## src/rtl/rlg_pkg.sv

```systemverilog
package rlg_pkg;
  localparam int CODE_W     = 10;
  localparam int LIM_PER_CH = 4;
  localparam int UNDER_CNT  = 2;
  localparam int CLS_W      = 4;

  typedef struct packed {
    logic              trig_rst;
    logic              trig_hlth;
    logic              trig_poff;
    logic              trig_shdn;
    logic [1:0]        spare;
    logic [CODE_W-1:0] thr;
  } limit_word_t;

  typedef struct packed {
    logic rst;
    logic hlth;
    logic poff;
    logic shdn;
  } class_hits_t;
endpackage

```

## src/rtl/rlg_limit_regs.sv

```systemverilog
module rlg_limit_regs
  import rlg_pkg::*;
#(
  parameter int                NUM_CH    = 11,
  parameter int                ADDR_W    = 8,
  parameter logic [ADDR_W-1:0] BASE_ADDR = 'h80,
  localparam int               CH_W      = $clog2(NUM_CH)
) (
  input  logic              clk,
  input  logic              rst_n,
  input  logic              wr_en,
  input  logic [ADDR_W-1:0] addr,
  input  logic [7:0]        wdata,
  output logic [7:0]        rdata,
  input  logic [CH_W-1:0]   lk_ch,
  output logic [CODE_W-1:0] lk_thr [LIM_PER_CH],
  output logic [CLS_W-1:0]  lk_cls [LIM_PER_CH]
);
  localparam int OFF_W = CH_W + 3;
  localparam int SPAN  = NUM_CH * 8;

  limit_word_t      mem [NUM_CH][LIM_PER_CH];
  logic             hit;
  logic [OFF_W-1:0] off;
  logic [CH_W-1:0]  sel_ch;
  logic [1:0]       sel_k;
  logic             sel_lo;

  assign hit    = (int'(addr) >= int'(BASE_ADDR)) && (int'(addr) < int'(BASE_ADDR) + SPAN);
  assign off    = OFF_W'(addr - BASE_ADDR);
  assign sel_ch = off[OFF_W-1:3];
  assign sel_k  = off[2:1];
  assign sel_lo = off[0];

  always_ff @(posedge clk or negedge rst_n) begin
    if (!rst_n) begin
      for (int c = 0; c < NUM_CH; c++)
        for (int k = 0; k < LIM_PER_CH; k++)
          mem[c][k] <= '0;
    end else if (wr_en && hit) begin
      if (sel_lo) mem[sel_ch][sel_k][7:0]  <= wdata;
      else        mem[sel_ch][sel_k][15:8] <= wdata;
    end
  end

  always_comb begin
    rdata = '0;
    if (hit) rdata = sel_lo ? mem[sel_ch][sel_k][7:0] : mem[sel_ch][sel_k][15:8];
  end

  for (genvar k = 0; k < LIM_PER_CH; k++) begin : g_lookup
    assign lk_thr[k] = mem[lk_ch][k].thr;
    assign lk_cls[k] = {mem[lk_ch][k].trig_rst, mem[lk_ch][k].trig_hlth,
                        mem[lk_ch][k].trig_poff, mem[lk_ch][k].trig_shdn};
  end

  // a write to an address outside the window never shows in read data there
  a_r2_outside_reads_zero: assert property (@(posedge clk) disable iff (!rst_n)
    !hit |-> rdata == 8'h00);
endmodule

```

## src/rtl/rlg_excursion_eval.sv

```systemverilog
module rlg_excursion_eval
  import rlg_pkg::*;
(
  input  logic [CODE_W-1:0] code,
  input  logic              is_signed,
  input  logic [CODE_W-1:0] thr [LIM_PER_CH],
  input  logic [CLS_W-1:0]  cls [LIM_PER_CH],
  output class_hits_t       hits
);
  logic [LIM_PER_CH-1:0] ex, rv, hv, pv, sv;

  for (genvar k = 0; k < LIM_PER_CH; k++) begin : g_lim
    logic below, above;
    always_comb begin
      if (is_signed) begin
        below = $signed(code) < $signed(thr[k]);
        above = $signed(code) > $signed(thr[k]);
      end else begin
        below = code < thr[k];
        above = code > thr[k];
      end
    end
    if (k < UNDER_CNT) begin : g_under
      assign ex[k] = below;
    end else begin : g_over
      assign ex[k] = above;
    end
    assign rv[k] = ex[k] & cls[k][3];
    assign hv[k] = ex[k] & cls[k][2];
    assign pv[k] = ex[k] & cls[k][1];
    assign sv[k] = ex[k] & cls[k][0];
  end

  assign hits = '{rst: |rv, hlth: |hv, poff: |pv, shdn: |sv};
endmodule

```

## src/rtl/rlg_fault_tracker.sv

```systemverilog
module rlg_fault_tracker
  import rlg_pkg::*;
#(
  parameter int  NUM_CH = 11,
  localparam int CH_W   = $clog2(NUM_CH)
) (
  input  logic              clk,
  input  logic              rst_n,
  input  logic              acc,
  input  logic [CH_W-1:0]   ch,
  input  class_hits_t       hits,
  input  logic              clr_strobe,
  input  logic [NUM_CH-1:0] clr_mask,
  output logic [NUM_CH-1:0] fault_o,
  output logic              rst_o,
  output logic              poff_o,
  output logic              shdn_o,
  output logic              healthy_o
);
  logic [NUM_CH-1:0] hact;
  logic [NUM_CH-1:0] set_vec;
  logic              crit;

  assign crit    = hits.rst | hits.poff | hits.shdn;
  assign set_vec = (acc && crit) ? (NUM_CH'(1) << ch) : '0;

  always_ff @(posedge clk or negedge rst_n) begin
    if (!rst_n) begin
      fault_o <= '0;
      hact    <= '0;
      rst_o   <= 1'b0;
      poff_o  <= 1'b0;
      shdn_o  <= 1'b0;
    end else begin
      fault_o <= (fault_o & ~(clr_strobe ? clr_mask : '0)) | set_vec;
      if (acc) hact[ch] <= hits.hlth;
      rst_o  <= acc & hits.rst;
      poff_o <= acc & hits.poff;
      shdn_o <= acc & hits.shdn;
    end
  end

  assign healthy_o = ~|hact;

  // without a clear no fault bit drops
  a_r7_fault_sticky: assert property (@(posedge clk) disable iff (!rst_n)
    !clr_strobe |=> ((fault_o & $past(fault_o)) == $past(fault_o)));
  // a new fault bit only appears after a taken sample
  a_r6_fault_needs_sample: assert property (@(posedge clk) disable iff (!rst_n)
    ((fault_o & ~$past(fault_o)) != '0) |-> $past(acc));
  // trigger pulses only follow a taken sample
  a_r8_pulse_after_sample: assert property (@(posedge clk) disable iff (!rst_n)
    (rst_o || poff_o || shdn_o) |-> $past(acc));
  // healthy only falls after a taken sample with a healthy-class hit
  a_r9_healthy_fall: assert property (@(posedge clk) disable iff (!rst_n)
    $fell(healthy_o) |-> ($past(acc) && $past(hits.hlth)));
endmodule

```

## src/rtl/rail_limit_guard.sv

```systemverilog
module rail_limit_guard
  import rlg_pkg::*;
#(
  parameter int                NUM_CH    = 11,
  parameter int                TEMP_CH   = 8,
  parameter int                ADDR_W    = 8,
  parameter logic [ADDR_W-1:0] BASE_ADDR = 'h80,
  localparam int               CH_W      = $clog2(NUM_CH)
) (
  input  logic              clk,
  input  logic              rst_n,
  input  logic              smp_valid,
  output logic              smp_ready,
  input  logic [CH_W-1:0]   smp_chan,
  input  logic [CODE_W-1:0] smp_code,
  input  logic              reg_wr,
  input  logic [ADDR_W-1:0] reg_addr,
  input  logic [7:0]        reg_wdata,
  output logic [7:0]        reg_rdata,
  input  logic              clr_strobe,
  input  logic [NUM_CH-1:0] clr_mask,
  output logic [NUM_CH-1:0] fault_word,
  output logic              reset_req,
  output logic              healthy,
  output logic              poweroff_req,
  output logic              shutdown_req
);
  logic              chan_ok, acc;
  logic [CH_W-1:0]   idx;
  logic [CODE_W-1:0] lk_thr [LIM_PER_CH];
  logic [CLS_W-1:0]  lk_cls [LIM_PER_CH];
  class_hits_t       hits;

  assign smp_ready = rst_n;
  assign chan_ok   = int'(smp_chan) < NUM_CH;
  assign acc       = smp_valid && smp_ready && chan_ok;
  assign idx       = chan_ok ? smp_chan : '0;

  rlg_limit_regs #(.NUM_CH(NUM_CH), .ADDR_W(ADDR_W), .BASE_ADDR(BASE_ADDR)) u_regs (
    .clk(clk), .rst_n(rst_n), .wr_en(reg_wr), .addr(reg_addr), .wdata(reg_wdata),
    .rdata(reg_rdata), .lk_ch(idx), .lk_thr(lk_thr), .lk_cls(lk_cls));

  rlg_excursion_eval u_eval (
    .code(smp_code), .is_signed(idx == CH_W'(TEMP_CH)),
    .thr(lk_thr), .cls(lk_cls), .hits(hits));

  rlg_fault_tracker #(.NUM_CH(NUM_CH)) u_track (
    .clk(clk), .rst_n(rst_n), .acc(acc), .ch(idx), .hits(hits),
    .clr_strobe(clr_strobe), .clr_mask(clr_mask), .fault_o(fault_word),
    .rst_o(reset_req), .poff_o(poweroff_req), .shdn_o(shutdown_req), .healthy_o(healthy));

  // a dropped tag leaves the fault word and pulses untouched
  a_r10_bad_tag_ignored: assert property (@(posedge clk) disable iff (!rst_n)
    (smp_valid && !chan_ok && !clr_strobe) |=>
      ($stable(fault_word) && !reset_req && !poweroff_req && !shutdown_req));
endmodule

```

## config.mk

```make
export PLATFORM = sky130hd
export DESIGN_NAME = rail_limit_guard
export DESIGN_NICKNAME = d
export VERILOG_FILES = /design/src/rtl/rlg_pkg.sv /design/src/rtl/rlg_limit_regs.sv /design/src/rtl/rlg_excursion_eval.sv /design/src/rtl/rlg_fault_tracker.sv /design/src/rtl/rail_limit_guard.sv
export SDC_FILE = /design/constraint.sdc
export NUM_CORES = 1
export LEC_CHECK = 0
export BUFFER_PORTS_ARGS = -buffer_cell sky130_fd_sc_hd__buf_2
export CAP_MARGIN = 5
export CORE_ASPECT_RATIO = 0.6
export CORE_MARGIN = 2
export CORE_UTILIZATION = 55
export CTS_CLUSTER_DIAMETER = 80
export DETAILED_ROUTE_END_ITERATION = 10
export HOLD_SLACK_MARGIN = 0.05
export PLACE_DENSITY_LB_ADDON = 0.05
export SLEW_MARGIN = 20
export SYNTH_ARGS = -nofsm -noshare
export SYNTH_HDL_FRONTEND = slang
export SYNTH_SLANG_ARGS = --single-unit
export TNS_END_PERCENT = 50
```

## constraint.sdc

```tcl
create_clock -name clk -period 5.9 [get_ports clk]
set_clock_uncertainty 0.1 [all_clocks]
set_input_delay 0.295 -clock clk [delete_from_list [all_inputs] [get_ports clk]]
set_output_delay 0.295 -clock clk [all_outputs]
set_load 0.1 [all_outputs]
```

### Word-level counts from Yosys, hierarchy flattened

Index checks and enable logic that the tools add are counted.

| storage, ports and cells | value |
|---|---|
| output and inout port bits | 24 |
| bits in registers | 729 |
| bits of input ports | 46 |
| word-level logic and storage cells | 363 |

| cells by class | value |
|---|---|
| shift-type cells | 1 |
| $add $sub $neg | 1 |
| equality and inequality tests | 1 |
| $lt $le $gt $ge | 18 |
| bitwise gates (word level) | 27 |
| reduce and logical (&&, ||, !) cells | 14 |
| mux-type cells | 32 |

Operators by type and width:

| cell | count |
|---|---|
| bitwise mux 704 bit | 2 |
| two-way mux 704 bit | 1 |
| binary-select mux 64 bit (select 4 bit) | 2 |
| demux 64 bit (select 4 bit) | 2 |
| two-way mux 64 bit | 6 |
| demux 16 bit (select 2 bit) | 2 |
| two-way mux 16 bit | 3 |
| > comparator 10 bit | 4 |
| less-than comparator 10 bit | 4 |
| binary-select mux 16 bit (select 2 bit) | 1 |
| two-way mux 8 bit | 3 |
| two-way mux 11 bit | 2 |
| bitwise AND 1 bit | 19 |
| OR reduction 4 bit | 4 |
| bitwise AND 11 bit | 1 |
| bitwise mux 11 bit | 1 |
| inverter 11 bit | 1 |
| OR 11 bit | 1 |
| OR reduction 11 bit | 1 |
| << shifter 1 x 4 -> 11 bit, first input constant | 1 |
| greater-or-equal comparator 5 bit, second input constant | 2 |
| inverter 4 -> 5 bit | 2 |
| greater-or-equal comparator 8 bit, second input constant | 1 |
| logical AND 1 bit | 8 |
| other kinds (15) | 20 |

### Depth between registers and ports, before layout

| logic depth | value |
|---|---|
| word-level depth | 15 |
| gate-level depth with buffers | 20 |

### Modules after synthesis

From an unflattened synthesis, not the netlist that was laid out.

| second synthesis, totals | value |
|---|---|
| cell total of the unflattened synthesis | 3103 |
| area total of the unflattened synthesis | 40293.6 µm² |

By module, submodules not included:

| module | seq. area each (µm²) | area an instance (µm²) | instances | cells an instance |
|---|---|---|---|---|
| rlg_limit_regs | 17616.9 | 37895.1 | 1 | 2825 |
| rlg_excursion_eval | 0.0 | 1196.1 | 1 | 173 |
| rlg_fault_tracker | 625.6 | 1127.3 | 1 | 93 |
| rail_limit_guard | 0.0 | 75.1 | 1 | 12 |

### Worst setup path after synthesis

OpenSTA, ideal clock, no wires.

| path | value |
|---|---|
| kind | input-to-output |
| start | input port reg_addr[3] |
| end | output port reg_rdata[1] |
| slack | 1.211 ns |
| buffers on the path | 4 |
| cell stages on the path | 10 |
| arrival | 4.294 ns |
| cells stage by stage | buf_2 buf_2 buf_2 buf_2 mux4_2 nor2_1 a211o_1 a31oi_1 a211oi_1 a211oi_1 |

| on the way | value |
|---|---|
| longest elaborated chain between the ends | 10 |

RTL lines:

| item | RTL line | RTL |
|---|---|---|
| start, declared | rail_limit_guard.sv:17 | `input logic [ADDR_W-1:0] reg_addr,` |
| subtractor 7 x 1 -> 7 bit | rlg_limit_regs.sv:30 | `assign off = OFF_W'(addr - BASE_ADDR);` |
| inverter 4 -> 5 bit (not written as such) | rlg_limit_regs.sv:48 | `if (hit) rdata = sel_lo ? mem[sel_ch][sel_k][7:0] : mem[sel_ch][sel_k][15:8];` |
| binary-select mux 64 bit (select 4 bit) | rlg_limit_regs.sv:48 |  |
| two-way mux 64 bit (not written as such) (2 in a row) | rlg_limit_regs.sv:48 |  |
| binary-select mux 16 bit (select 2 bit) | rlg_limit_regs.sv:48 |  |
| two-way mux 16 bit (not written as such) (2 in a row) | rlg_limit_regs.sv:48 |  |
| two-way mux 8 bit | rlg_limit_regs.sv:48 |  |
| two-way mux 8 bit (*) | rlg_limit_regs.sv:48 |  |
| end, declared | rail_limit_guard.sv:19 | `output logic [7:0] reg_rdata,` |

Every way passes the cells marked *; elsewhere a longest branch is shown, timed or not. The select of a mux whose other input is x is not followed.

### Worst setup path in the final report

| path | value |
|---|---|
| start | input port smp_chan[3] |
| end | register u_track.hact[0] |

| on the way | value |
|---|---|
| longest elaborated chain between the ends | 11 |

RTL lines:

| item | RTL line | RTL |
|---|---|---|
| start, declared | rail_limit_guard.sv:14 | `input logic [CH_W-1:0] smp_chan,` |
| less-than comparator 4 bit | rail_limit_guard.sv:35 | `assign chan_ok = int'(smp_chan) < NUM_CH;` |
| two-way mux 4 bit | rail_limit_guard.sv:37 | `assign idx = chan_ok ? smp_chan : '0;` |
| inverter 4 -> 5 bit (not written as such) | rlg_limit_regs.sv:52, rlg_limit_regs.sv:53 |  |
| binary-select mux 64 bit (select 4 bit) | rlg_limit_regs.sv:52, rlg_limit_regs.sv:53 |  |
| two-way mux 64 bit (not written as such) (2 in a row) | rlg_limit_regs.sv:52 | `assign lk_thr[k] = mem[lk_ch][k].thr;` |
| less-than comparator 10 bit (tied with other cells) | rlg_excursion_eval.sv:19 | `below = code < thr[k];` |
| two-way mux 1 bit | rlg_excursion_eval.sv:15 | `if (is_signed) begin` |
| bitwise AND 1 bit | rlg_excursion_eval.sv:29 | `assign hv[k] = ex[k] & cls[k][2];` |
| OR reduction 4 bit | rlg_excursion_eval.sv:34 | `assign hits = '{rst: \|rv, hlth: \|hv, poff: \|pv, shdn: \|sv};` |
| bitwise mux 11 bit | rlg_fault_tracker.sv:36 | `if (acc) hact[ch] <= hits.hlth;` |
| end signal, assigned by index | rlg_fault_tracker.sv:36 |  |
| end, declared | rlg_fault_tracker.sv:20 | `logic [NUM_CH-1:0] hact;` |

Parallel ways exist; a longest one is shown, timed or not. The select of a mux whose other input is x is not followed.
A chain may end at the register's enable or synchronous reset.

==> flow_summary.toml <==
[floorplan]
die_w_um = 347
rows = 75
start_util = 0.556
io_pins = 70
core_sq_mm = 0.0698
die_h_um = 210
design.die.area_sq_mm = 0.0727

[power_and_ir_drop]
intPower_mw = 8.36
power_frac_comb = 0.127
power.switching_mw = 3.19
p_sw_frac = 0.276
p_per_area_mw_per_mm2 = 270
seqPwrFrac = 0.464
worst_ir_drop_vdd_v = 0.000230
power_leakage_nw = 19.6
power_frac_clock = 0.409
p_total_mw = 11.5

[synth]
synth_cell_types = 71
synth-seq-cells = 729
async_flop_share = 1.00
syn_inst = 3200
synthFlopType = "dfrtp_1"
syn_nets = 3284
synth_area_sq_mm = 0.0388
synth_edf_count = 0
yosys_warnings = 0
ys_seq_area_frac = 0.470
synth_area_per_cell_sq_um = 12.1

[route]
dr_total_vias = 29900
drt-wirelength-per-cell_um = 33.1
wl_mm = 138
drt_iter0_drc = 4513
drc_errors = 0
routed_via_density = 7.17
detail-route-antenna-nets = 0
drtPass1Iterations = 10

[worst_setup_path]
crit_required_ps = 6380
critPathKind = "primary input to flop"
cp.arrival_ps = 5800
cp-start-kind = "primary input"
end_kind = "flop"
worstPathMaxFanout = 34
rrSetupSlack_ps = 1230

[global_routing]
antenna_found_initial = 1
grt_max_degree = 189
grt_usage = 0.380
overflow = 0
grt_pass1_wl_mm = 203
grt_pass1_vias = 29400

[timing]
setup_viol = 0
max_freq_mhz = 188
slew_headroom = 0.110
tightest_slew_ps = 1320
hold_ws_ps = 129
rsz0062_at_grt = "no"
tns_ps = 0
min_period_ps = 5320
slew_viol_final = 0
period_share = 0.902
hold_viol_final = 0

[cells_and_area]
area_growth_pct = 10.3
fin_util = 0.613
nets = 3282
drive_gt1_frac = 0.367
fillers = 5600
instances_no_fill = 4171

[placement]
post-dp-hpwl_mm = 89.8
portBuffers = 69
place_congestion = 0.979
dp_cells = 4026

[cts]
clock-root-buffer = "clkbuf_16"
clk_latency_ps = 640
ctsResizeCount = 0
cts.path.max_buffers = 3
hold_buffers = 23
cts_inserted_buffers = 71
h-tree-depth = 3
clk_pin_slew_ps = 70
post-cts-setup-buffer-count = 0
cts_tree = "built"
numClockSinks = 729

[status]
run_status = "finished, final reports clean"

[hold_path]
hold_path_class = "primary input to flop"

[job]
drv_cap = 0
-- critical path, cell delays in order --
cell and delay, ps:
buf_2 340, nand3_1 400, nand2_4 540, buf_4 410, nand2_1 90, a21oi_1 160
nor3_1 80, ha_1 320, a2111oi_0 380, o21ai_0 150, a221oi_1 560, or2_1 220
nand2_1 70, nor3_1 970, or3_1 520, mux2_2 250
-- power by group through the flow --
stage / Clock (mW) / Combinational [mW] / Sequential, mW
after floorplan: 0 / 0.830 / 5.42
after global placement: 0 / 1.39 / 5.43
after detailed placement: 0 / 1.42 / 5.44
after CTS: 4.76 / 1.43 / 5.35
after global routing: 4.97 / 1.55 / 5.37
final: 4.72 / 1.47 / 5.36
-- flip-flops by register name (all words and copies together) (netlist names) --
name	flops
u_track.shdn_o	1
u_track.hact	11
u_track.fault_o	11
u_regs.mem	704
u_track.poff_o	1
u_track.rst_o	1
-- layer usage --
metal | track usage | vias to the layer above | part of all wire | wire length [um]
met1 | 0.559 | 15600 | 0.42 | 57700
met3 | 0.167 | 300 | 0.15 | 20500
met5 | 0 | - | 0 | 0
met4 | 0.106 | 0 | 0.029 | 3960
li1 | - | 12100 | - | -
met2 | 0.507 | 1946 | 0.41 | 56000
-- layout make-up --
| class | instances | area, sq um | share of cell area |
|---|---|---|---|
| clock buffers | 95 | 2010 | 0.0470 |
| repair buffers | 191 | 1520 | 0.0355 |
| clock inverters | 26 | 302 | 0.00705 |
| diodes | 1 | 2.50 | 0.0000585 |
| multi-input cells | 2195 | 19500 | 0.456 |
| well taps | 924 | 1160 | 0.0270 |
| inverters | 10 | 37.5 | 0.000877 |
| flip-flops and latches | 729 | 18200 | 0.426 |
-- synth_stat cells (5+ instances only) --
master,n,area share
a222oi_1,70,0.018
nand3_1,22,0.0028
inv_1,10,0.00097
a221o_1,5,0.0013
nor2b_1,10,0.0016
o21ai_0,47,0.0061
o211ai_1,12,0.0023
nor2_1,226,0.022
nand2_1,241,0.023
nand4_1,12,0.0019
buf_1,23,0.0022
a31oi_1,8,0.0013
o221ai_1,19,0.0043
a21oi_1,199,0.026
a221oi_1,17,0.0038
o21ai_2,7,0.0016
a211o_1,14,0.0032
buf_2,46,0.0059
a211oi_1,69,0.013
a22oi_1,29,0.0056
nor4_1,6,0.00097
o22ai_1,32,0.0052
o32ai_1,7,0.0016
o21ai_1,5,0.00065
nand2b_1,10,0.0016
mux2_2,729,0.21
and2_1,8,0.0013
clkbuf_1,186,0.018
ha_1,38,0.012
buf_4,7,0.0014
mux4_2,143,0.083
nor3_1,60,0.0077
mux2i_1,76,0.020
dfrtp_1,729,0.47
o22a_1,18,0.0041
-- layout by cell type (no fill, tap or decap), types with 12 or more instances in the layout --
cell type | synthesis | layout
buf_2 | 46 | 65
o221ai_1 | 19 | 19
a221oi_1 | 17 | 17
o22a_1 | 18 | 18
dlygate4sd3_1 | 0 | 23
mux4_2 | 143 | 143
nor2_1 | 226 | 210
clkbuf_1 | 186 | 12
a222oi_1 | 70 | 70
nor2_2 | 1 | 14
nand3_1 | 22 | 22
dfrtp_1 | 729 | 729
mux2i_1 | 76 | 76
o211ai_1 | 12 | 12
a211oi_1 | 69 | 69
nand4_1 | 12 | 12
nor3_1 | 60 | 59
clkinv_2 | 0 | 14
a22oi_1 | 29 | 29
nand2_1 | 241 | 240
buf_12 | 0 | 13
a211o_1 | 14 | 14
buf_4 | 7 | 86
ha_1 | 38 | 38
o21ai_0 | 47 | 47
o22ai_1 | 32 | 32
mux2_2 | 729 | 729
clkbuf_16 | 0 | 73
a21oi_1 | 199 | 199
-- cell families (layout without fill, tap and decap cells) --
logic type	Yosys count	after routing	synth area share
AND/OR/NAND/NOR	620	620	0.0681
multiplexers	948	948	0.314
flip-flops	729	729	0.470
other	0	1	0
buffers and inverters	276	322	0.0296
AO/OA/AOI/OAI	589	589	0.105
adder cells (fa/ha/maj)	38	38	0.0123
-- final timing paths --
check,start,end,depth (start not counted)
max in group asynchronous,rst_n,u_regs.mem[136],4
setup reg to reg,u_regs.mem[247],u_track.hact[0],12
setup / recovery,smp_chan[3],u_track.hact[0],16
hold reg to reg,u_track.fault_o[1],u_track.fault_o[1],2
hold / removal,smp_chan[2],u_track.fault_o[3],2
min in group asynchronous,rst_n,u_track.fault_o[7],2
-- stage by stage --
step / cell area [sq um] / setup WS [ps]
2_1_floorplan: 38800 / 1210
3_3_place_gp: 40200 / 559
3_5_place_dp: 40200 / 273
4_1_cts: 42800 / 939
5_1_grt: 42800 / 383
6_report: 42800 / 579
No activity file was read; power rests on OpenSTA's default activity.
